File: config.mk
export PLATFORM = sky130hd
export DESIGN_NAME = irqd_top
export DESIGN_NICKNAME = d
export VERILOG_FILES = /design/src/rtl/irqd_pkg.sv /design/src/rtl/irqd_enable.sv /design/src/rtl/irqd_route.sv /design/src/rtl/irqd_top.sv
export SDC_FILE = /design/constraint.sdc
export NUM_CORES = 1
export LEC_CHECK = 0
export BUFFER_PORTS_ARGS = -buffer_cell sky130_fd_sc_hd__buf_4
export CAP_MARGIN = 20
export CORE_MARGIN = 2
export CORE_UTILIZATION = 45
export CTS_BUF_LIST = sky130_fd_sc_hd__clkbuf_4 sky130_fd_sc_hd__clkbuf_8
export DETAILED_ROUTE_END_ITERATION = 16
export PLACE_DENSITY = 0.7
export SLEW_MARGIN = 20
export SYNTH_ARGS = -nofsm -noshare
export SYNTH_HDL_FRONTEND = slang
export SYNTH_SLANG_ARGS = --single-unit
export TNS_END_PERCENT = 5
File: constraint.sdc
create_clock -name clk_i -period 2.01 [get_ports clk_i]
set_input_delay 0.1005 -clock clk_i [delete_from_list [all_inputs] [get_ports clk_i]]
set_output_delay 0.1005 -clock clk_i [all_outputs]
set_load 0.03 [all_outputs]
File: src/rtl/irqd_pkg.sv
package irqd_pkg;
  localparam int unsigned OFF_CTRL   = 32'h000;
  localparam int unsigned OFF_EN_SET = 32'h030;
  localparam int unsigned OFF_EN_CLR = 32'h034;
  localparam int unsigned OFF_ROUTE  = 32'h100;
  localparam int unsigned CNT_LSB    = 2;
  localparam int unsigned CNT_W      = 10;
endpackage

File: src/rtl/irqd_enable.sv
module irqd_enable #(
  parameter int unsigned N_SRC  = 32,
  parameter int unsigned DATA_W = 32,
  localparam int unsigned IDX_W = (N_SRC > 1) ? $clog2(N_SRC) : 1
) (
  input  logic              clk_i,
  input  logic              rst_ni,
  input  logic              set_v_i,
  input  logic              clr_v_i,
  input  logic [DATA_W-1:0] idx_i,
  output logic [N_SRC-1:0]  en_o
);
  logic [N_SRC-1:0] en_q;
  logic             in_rng;
  logic [IDX_W-1:0] sel;

  // full-width compare so aliased high indices are dropped
  assign in_rng = idx_i < DATA_W'(N_SRC);
  assign sel    = idx_i[IDX_W-1:0];

  always_ff @(posedge clk_i or negedge rst_ni) begin
    if (!rst_ni)                 en_q <= '0;
    else if (set_v_i && in_rng)  en_q[sel] <= 1'b1;
    else if (clr_v_i && in_rng)  en_q[sel] <= 1'b0;
  end

  assign en_o = en_q;

  assert_set_R3: assert property (@(posedge clk_i) disable iff (!rst_ni)
    (set_v_i && in_rng) |=> en_o[$past(sel)]);

  assert_clr_R4: assert property (@(posedge clk_i) disable iff (!rst_ni)
    (clr_v_i && !set_v_i && in_rng) |=> !en_o[$past(sel)]);

  assert_ignore_R5: assert property (@(posedge clk_i) disable iff (!rst_ni)
    ((set_v_i || clr_v_i) && !in_rng) |=> $stable(en_o));
endmodule

File: src/rtl/irqd_route.sv
module irqd_route #(
  parameter int unsigned N_SRC = 32,
  parameter int unsigned N_CPU = 4,
  localparam int unsigned IDX_W = (N_SRC > 1) ? $clog2(N_SRC) : 1
) (
  input  logic                   clk_i,
  input  logic                   rst_ni,
  input  logic                   wr_v_i,
  input  logic [IDX_W-1:0]       idx_i,
  input  logic [N_CPU-1:0]       map_i,
  input  logic [N_SRC-1:0]       src_i,
  input  logic [N_SRC-1:0]       en_i,
  output logic [N_CPU-1:0]       map_o,
  output logic [N_CPU*N_SRC-1:0] pend_o
);
  logic [N_CPU-1:0] map_q [N_SRC];

  for (genvar s = 0; s < N_SRC; s++) begin : g_src
    always_ff @(posedge clk_i or negedge rst_ni) begin
      if (!rst_ni)                             map_q[s] <= '0;
      else if (wr_v_i && idx_i == IDX_W'(s))   map_q[s] <= map_i;
    end
    for (genvar c = 0; c < N_CPU; c++) begin : g_cpu
      assign pend_o[c*N_SRC+s] = src_i[s] & en_i[s] & map_q[s][c];
    end
  end

  assign map_o = map_q[idx_i];

  assert_wr_R6: assert property (@(posedge clk_i) disable iff (!rst_ni)
    wr_v_i |=> (map_q[$past(idx_i)] == $past(map_i)));
endmodule

File: src/rtl/irqd_top.sv
module irqd_top
  import irqd_pkg::*;
#(
  parameter int unsigned N_SRC  = 32,
  parameter int unsigned N_CPU  = 4,
  parameter int unsigned ADDR_W = 12,
  parameter int unsigned DATA_W = 32,
  localparam int unsigned IDX_W = (N_SRC > 1) ? $clog2(N_SRC) : 1
) (
  input  logic                   clk_i,
  input  logic                   rst_ni,
  input  logic [N_SRC-1:0]       src_i,
  input  logic                   bus_req_i,
  input  logic                   bus_we_i,
  input  logic [ADDR_W-1:0]      bus_addr_i,
  input  logic [DATA_W-1:0]      bus_wdata_i,
  output logic [DATA_W-1:0]      bus_rdata_o,
  output logic [N_CPU*N_SRC-1:0] pend_o
);
  logic              wr, rd;
  logic              set_v, clr_v, rt_hit;
  logic [ADDR_W-1:0] rt_off, rt_word;
  logic [N_SRC-1:0]  en;
  logic [N_CPU-1:0]  rd_map;

  assign wr      = bus_req_i & bus_we_i;
  assign rd      = bus_req_i & ~bus_we_i;
  assign set_v   = wr && (bus_addr_i == ADDR_W'(OFF_EN_SET));
  assign clr_v   = wr && (bus_addr_i == ADDR_W'(OFF_EN_CLR));
  assign rt_off  = bus_addr_i - ADDR_W'(OFF_ROUTE);
  assign rt_word = rt_off >> 2;
  assign rt_hit  = (bus_addr_i >= ADDR_W'(OFF_ROUTE)) && (bus_addr_i[1:0] == 2'b00)
                   && (rt_word < ADDR_W'(N_SRC));

  irqd_enable #(.N_SRC(N_SRC), .DATA_W(DATA_W)) u_enable (
    .clk_i   (clk_i),
    .rst_ni  (rst_ni),
    .set_v_i (set_v),
    .clr_v_i (clr_v),
    .idx_i   (bus_wdata_i),
    .en_o    (en)
  );

  irqd_route #(.N_SRC(N_SRC), .N_CPU(N_CPU)) u_route (
    .clk_i   (clk_i),
    .rst_ni  (rst_ni),
    .wr_v_i  (wr && rt_hit),
    .idx_i   (rt_word[IDX_W-1:0]),
    .map_i   (bus_wdata_i[N_CPU-1:0]),
    .src_i   (src_i),
    .en_i    (en),
    .map_o   (rd_map),
    .pend_o  (pend_o)
  );

  always_comb begin
    bus_rdata_o = '0;
    if (rd) begin
      if (bus_addr_i == ADDR_W'(OFF_CTRL))
        bus_rdata_o[CNT_LSB +: CNT_W] = CNT_W'(N_SRC);
      else if (rt_hit)
        bus_rdata_o[N_CPU-1:0] = rd_map;
    end
  end

  assert_level_R7: assert property (@(posedge clk_i) disable iff (!rst_ni)
    (pend_o & ~{N_CPU{src_i & en}}) == '0);
endmodule

==> impl_metrics.csv, run 1 <==
group,metric,value,unit
cells_and_area,syn_to_final_growth,33.9,%
power,power_density,547,nW/um^2
synthesis,synth-seq-cells,160,
route,drt-initial-drc-count,506,
floorplanning,die_h,143,um
status,violations,"negative setup slack",
timing,setup_ws,-0.381,ns
route,routed-via-count,7338,
timing,worst_pin_slew,0.630,ns
route,wire_per_inst,21.3,um
grt,grt_pass1_vias,7299,
power,p_sw_frac,0.256,
synthesis,yosysMostFrequentCell,"dfrtp_1",
power,clkPwrFrac,0.398,
synthesis,netlist.area_leader.share,0.462,
timing,clock-skew-final,0,ns
clock_network,cts_made_buffers,17,
critical_path,crit_arrival,2.29,ns
floorplanning,rows,50,
power,combPwrFrac,0.094,
min_path,min_path_type,"in -> reg",
timing,setup_viol,4,
route,dr.pass1.iters,5,
cells_and_area,instances_no_fill,1277,
synthesis,synth.cell_area,8670,um^2
grt,grt_pass1_wl,41800,um
timing,maxSlewHeadroom,0.580,
critical_path,end_kind,"primary output",
cells_and_area,fillerInstances,1527,
floorplanning,core_area,18800,um^2
timing,min_period,2.39,ns
synthesis,yosysTopAreaCell,"dfrtp_1",
route,wl,27200,um
synthesis,synth-compound-area-share,0.0720,
grt,antenna_found_initial,1,
route,remaining_drc_errors,0,
synthesis,yosysWarnings,0,
timing,fmax,418,MHz
synthesis,synth_top_family_by_area,"multiplexers",
cells_and_area,fin_util,0.617,
grt,grt_use_total,0.271,
timing,fin_setup_tns,-1.40,ns
synthesis,synthArstFlopShare,1.00,
clock_network,cts.path.max_buffers,2,
route,via_per_inst,5.75,
critical_path,worstPathMaxFanout,2,
synthesis,netlist_instances,725,
power,p_leak,0.00614,uW
route,drtAntennaViolNets,0,
synthesis,synthAdderAreaFrac,0,
cells_and_area,fin_nets,1083,
synthesis,synth_edf_count,0,
synthesis,yosys.area_share.simple,0.165,
clock_network,path_clk_slew,0.09,ns
synthesis,synthFlopType,"dfrtp_1",
timing,rsz0062_at_grt,"true",
placement,pre_cts_ws,-0.153,ns
placement,dp_cells,1232,
floorplanning,chipWidth,143,um
timing,drv_slew,0,
flow_run,drv_cap,0,
critical_path,crit_required,1.91,ns
timing,period_share,1.19,
power,power_frac_seq,0.508,
cells_and_area,drive_gt1_frac,0.516,
synthesis,syn_avg_cell_area,12.0,um^2
clock_network,cts_tree,"done",
power,p_switching,1630,uW
placement,gp_congestion,0.927,
clock_network,cts_num_sinks,160,
placement,hpwl,19900,um
clock_network,worstSkewPairLatency,0.46,ns
power,peakVddDrop,0.000409,V
placement,numPortBuffers,212,
synthesis,yosys-top-cells-count,"160 x dfrtp_1, 133 x and3_1, 129 x mux2_2, 39 x nor2_1, 33 x o41ai_1",
synthesis,synth_cell_types,36,
power,p_int,4730,uW
timing,whs,0.0932,ns
clock_network,htree_levels,4,
grt,grt.overflow.total,0,
synthesis,muxShareOfSynthArea,0.251,
critical_path,criticalPathCategory,"reg -> out",
synthesis,synth_xor_xnor_area_share,0,
floorplanning,start_util,0.460,
status,outcome,"complete, but fails checks",
synthesis,seq_area_frac_synth,0.462,
floorplanning,dieArea,20400,um^2
synthesis,synth_area_leaders,"dfrtp_1 46%, mux2_2 17%, and3_1 9.6%, mux4_2 7.8%, o41ai_1 3.3%",
grt,grt_start_max_net_pins,56,
floorplanning,io_pins,240,
timing,final-hold-violation-count,0,
critical_path,crit_path_start_kind,"flip-flop",
clock_network,cts-root-buf,"clkbuf_8",
## path summary, 6_finish.rpt
check / start / to / slack, ns / cells past startpoint
max: u_route.map_q[104] / bus_rdata_o[0] / -0.38 / 6
min: bus_wdata_i[2] / u_route.map_q[78] / 0.09 / 2
max reg2reg: u_route.map_q[75] / u_route.map_q[75] / 1.00 / 3
min reg2reg: u_route.map_q[90] / u_route.map_q[90] / 0.53 / 1
max in group asynchronous: rst_ni / u_route.map_q[52] / 1.22 / 3
min in group asynchronous: rst_ni / u_route.map_q[84] / 0.12 / 2
## final cells by class
class	count	area, um^2	share of cell area
multi-input combinational	511	4460	0.384
sequential	160	4000	0.345
timing repair buffer	312	2390	0.206
tap	260	325	0.0280
clock buffer	20	263	0.0226
clock inverter	12	160	0.0138
inverter	1	3.75	0.000323
antenna	1	2.50	0.000216
## per-layer routing
| layer | routed length [um] | global-route usage | part of all wire |
|---|---|---|---|
| met1 | 11300 | 0.370 | 0.42 |
| met2 | 13000 | 0.442 | 0.48 |
| met3 | 2240 | 0.0513 | 0.083 |
| met4 | 590 | 0.0834 | 0.022 |
| met5 | 0 | 0 | 0 |
## metrics by stage
step	area, um^2	total power, uW
2_1_floorplan	8770	3580
3_3_place_gp	11000	3850
3_5_place_dp	11000	3860
4_1_cts	11600	6380
5_1_grt	11600	6560
6_report	11600	6350
## cell usage in the layout, fill, tap and decap left out, types with 5 or more instances in the layout
master	n
mux4_2	30
o41ai_1	33
nand3_1	9
nand3b_1	9
dfrtp_1	160
o31ai_1	32
clkbuf_8	18
nand2_1	11
nand2b_1	5
nor2_1	39
buf_4	306
mux2_2	129
conb_1	27
clkinv_4	5
nor4_1	6
and3_1	130
## cells by family after synthesis
kind of cell,after synthesis
buffers and inverters,80
AOI/OAI and AO/OA,77
and+or+nand+nor,243
muxes,164
DFF,160
other,1
## power groups by stage
stage	clock network [uW]	logic, uW	registers [uW]
floorplan	0	290	3290
global placement	0	564	3290
detailed placement	0	573	3290
CTS	2560	590	3230
global route	2690	642	3230
finish	2530	596	3230
## repair_timing
item	in CTS	in global routing
hold endpoints to repair	156	0
endpoints found under the setup margin	4	4
hold buffers	1	0
gates resized for setup	23	2
cloned	0	0
buffers inserted	10	1
pin swaps	5	1
## worst max-delay path: stages (launching register included)
cell       delay (ns)
dfrtp_1          0.42
mux4_2           0.46
and3_4           0.20
a2111oi_4        0.33
buf_4            0.18
nor4_2           0.05
buf_4            0.18
Power figures use the tool's default switching activity.
==> inputs of run 2 (changes only) <==
CELL_PAD_IN_SITES_DETAIL_PLACEMENT = 0   (was unset)
CELL_PAD_IN_SITES_GLOBAL_PLACEMENT = 2   (was unset)
CORE_UTILIZATION = 35   (was 45)
PLACE_DENSITY = unset   (was 0.7)
PLACE_DENSITY_LB_ADDON = 0.1   (was unset)
==> impl_metrics.csv, run 2 (synthesis gave the netlist of run 1 again) <==
group,metric,value,unit
route,drt-initial-drc-count,498,
critical_path,criticalPathCategory,"reg -> out",
timing,min_period,2.37,ns
clock_network,cts_num_sinks,160,
cells_and_area,syn_to_final_growth,35.5,%
placement,gp_congestion,0.852,
critical_path,crit_slowest_cell,"mux4_2",
timing,setup_ws,-0.362,ns
clock_network,cts-root-buf,"clkbuf_8",
critical_path,worst_path_largest_cell_delay,0.49,ns
status,outcome,"complete, but fails checks",
floorplanning,dieArea,26000,um^2
critical_path,end_kind,"primary output",
route,via_per_inst,5.42,
clock_network,path_clk_slew,0.09,ns
floorplanning,start_util,0.356,
route,dr.pass1.iters,4,
timing,setup_viol,4,
grt,antenna_found_initial,0,
route,remaining_drc_errors,0,
floorplanning,rows,57,
floorplanning,chipWidth,161,um
timing,maxSlewHeadroom,0.650,
grt,grt_use_total,0.228,
clock_network,cts.path.max_buffers,2,
power,p_leak,0.00618,uW
flow_run,drv_cap,0,
status,violations,"negative setup slack",
cells_and_area,fin_nets,1093,
placement,place_area,11200,um^2
clock_network,cts_tree,"done",
route,wl,29600,um
floorplanning,die_h,161,um
timing,drv_slew,0,
route,wire_per_inst,22.0,um
cells_and_area,diodes,0,
timing,whs,0.114,ns
critical_path,crit_arrival,2.27,ns
route,drtAntennaViolNets,0,
grt,grt_pass1_wl,45300,um
power,peakVddDrop,0.000332,V
timing,period_share,1.18,
cells_and_area,drive_gt1_frac,0.520,
cells_and_area,multi_input_area,4450,um^2
floorplanning,io_pins,240,
critical_path,crit_family,"multiplexers",
route,routed-via-count,7312,
critical_path,crit_path_start_kind,"flip-flop",
clock_network,worstSkewPairLatency,0.45,ns
critical_path,crit_chain,"mux4_2 -> and3_4 -> a2111oi_4 -> buf_4 -> nor4_2 -> buf_4",
clock_network,cts_made_buffers,17,
floorplanning,core_area,24300,um^2
critical_path,reg2reg_depth,2,
critical_path,cp.depth,6,
timing,fin_setup_tns,-1.39,ns
cells_and_area,finish.instance_area,11800,um^2
grt,grt.overflow.total,0,
min_path,min_path_type,"in -> async",
cells_and_area,fillerInstances,2294,
placement,hpwl,22500,um
timing,final-hold-violation-count,0,
clock_network,htree_levels,4,
cells_and_area,final_cell_mix,"317 x buf_4, 160 x dfrtp_1, 130 x and3_1, 129 x mux2_2, 38 x nor2_1",
timing,fmax,422,MHz
critical_path,crit_required,1.91,ns
power,power_density,545,nW/um^2
cells_and_area,regArea,4000,um^2
critical_path,cp_num_buf_inv,2,
critical_path,crit_top_cell,"buf_4",
timing,rsz0062_at_grt,"true",
critical_path,worstPathMaxFanout,3,
timing,worst_pin_slew,0.524,ns
grt,grt_pass1_vias,7696,
placement,numPortBuffers,212,
timing,clock-skew-final,0,ns
grt,grt_start_max_net_pins,67,
cells_and_area,final_common_cell,"buf_4",
==> run 2: area by class of cell <==
| type | count | area share |
|---|---|---|
| multi-input combinational | 511 | 0.379 |
| sequential | 160 | 0.341 |
| timing repair buffer | 322 | 0.209 |
| tap | 324 | 0.0345 |
| clock buffer | 20 | 0.0229 |
| clock inverter | 11 | 0.0132 |
| inverter | 1 | 0.000319 |
==> run 2: metal layers <==
metal  part of all wire  track usage  up-vias
met4              0.027       0.0791        0
met2               0.48        0.374      267
li1                   -            -     3319
met5                  0            0        -
met3              0.055       0.0429       51
met1               0.44        0.305     3675
==> run 2: worst paths after layout <==
kind	start	to	slack (ns)
setup / recovery	u_route.map_q[64]	bus_rdata_o[0]	-0.36
hold / removal	rst_ni	u_route.map_q[69]	0.11
setup reg to reg	u_route.map_q[112]	u_route.map_q[112]	1.09
hold reg to reg	u_route.map_q[33]	u_route.map_q[33]	0.53
max in group asynchronous	rst_ni	u_route.map_q[62]	1.02
min in group clk_i	bus_wdata_i[2]	u_route.map_q[50]	0.12
==> run 2: timing repair <==
| action | in CTS | in global routing |
|---|---|---|
| hold buffers | 1 | 0 |
| endpoints found under the setup margin | 4 | 4 |
| buffers inserted | 0 | 5 |
| resized for setup | 18 | 5 |
| pin swaps | 7 | 1 |
| hold endpoints to repair | 71 | 0 |
==> run 2: worst register-to-register path, stage by stage, from the launching register on <==
cell and delay [ns]:
dfrtp_1 0.40, buf_4 0.15, mux2_2 0.26
==> run 2: stage by stage <==
stage | power [uW] | setup slack [ns] | util | std cells
after global routing | 6650 | -0.468 | 0.483 | 1349
after floorplan | 3580 | -0.131 | - | 751
final | 6400 | -0.362 | 0.483 | 1349
after detailed placement | 3890 | -0.197 | 0.459 | 1312
after CTS | 6460 | -0.492 | 0.480 | 1344
after global placement | 3880 | -0.208 | 0.459 | 1312
==> run 2: power breakdown <==
part	switching (uW)	internal [uW]	total, uW
Sequential	5.04	3220	3230
Clock	1230	1320	2550
Combinational	397	222	619
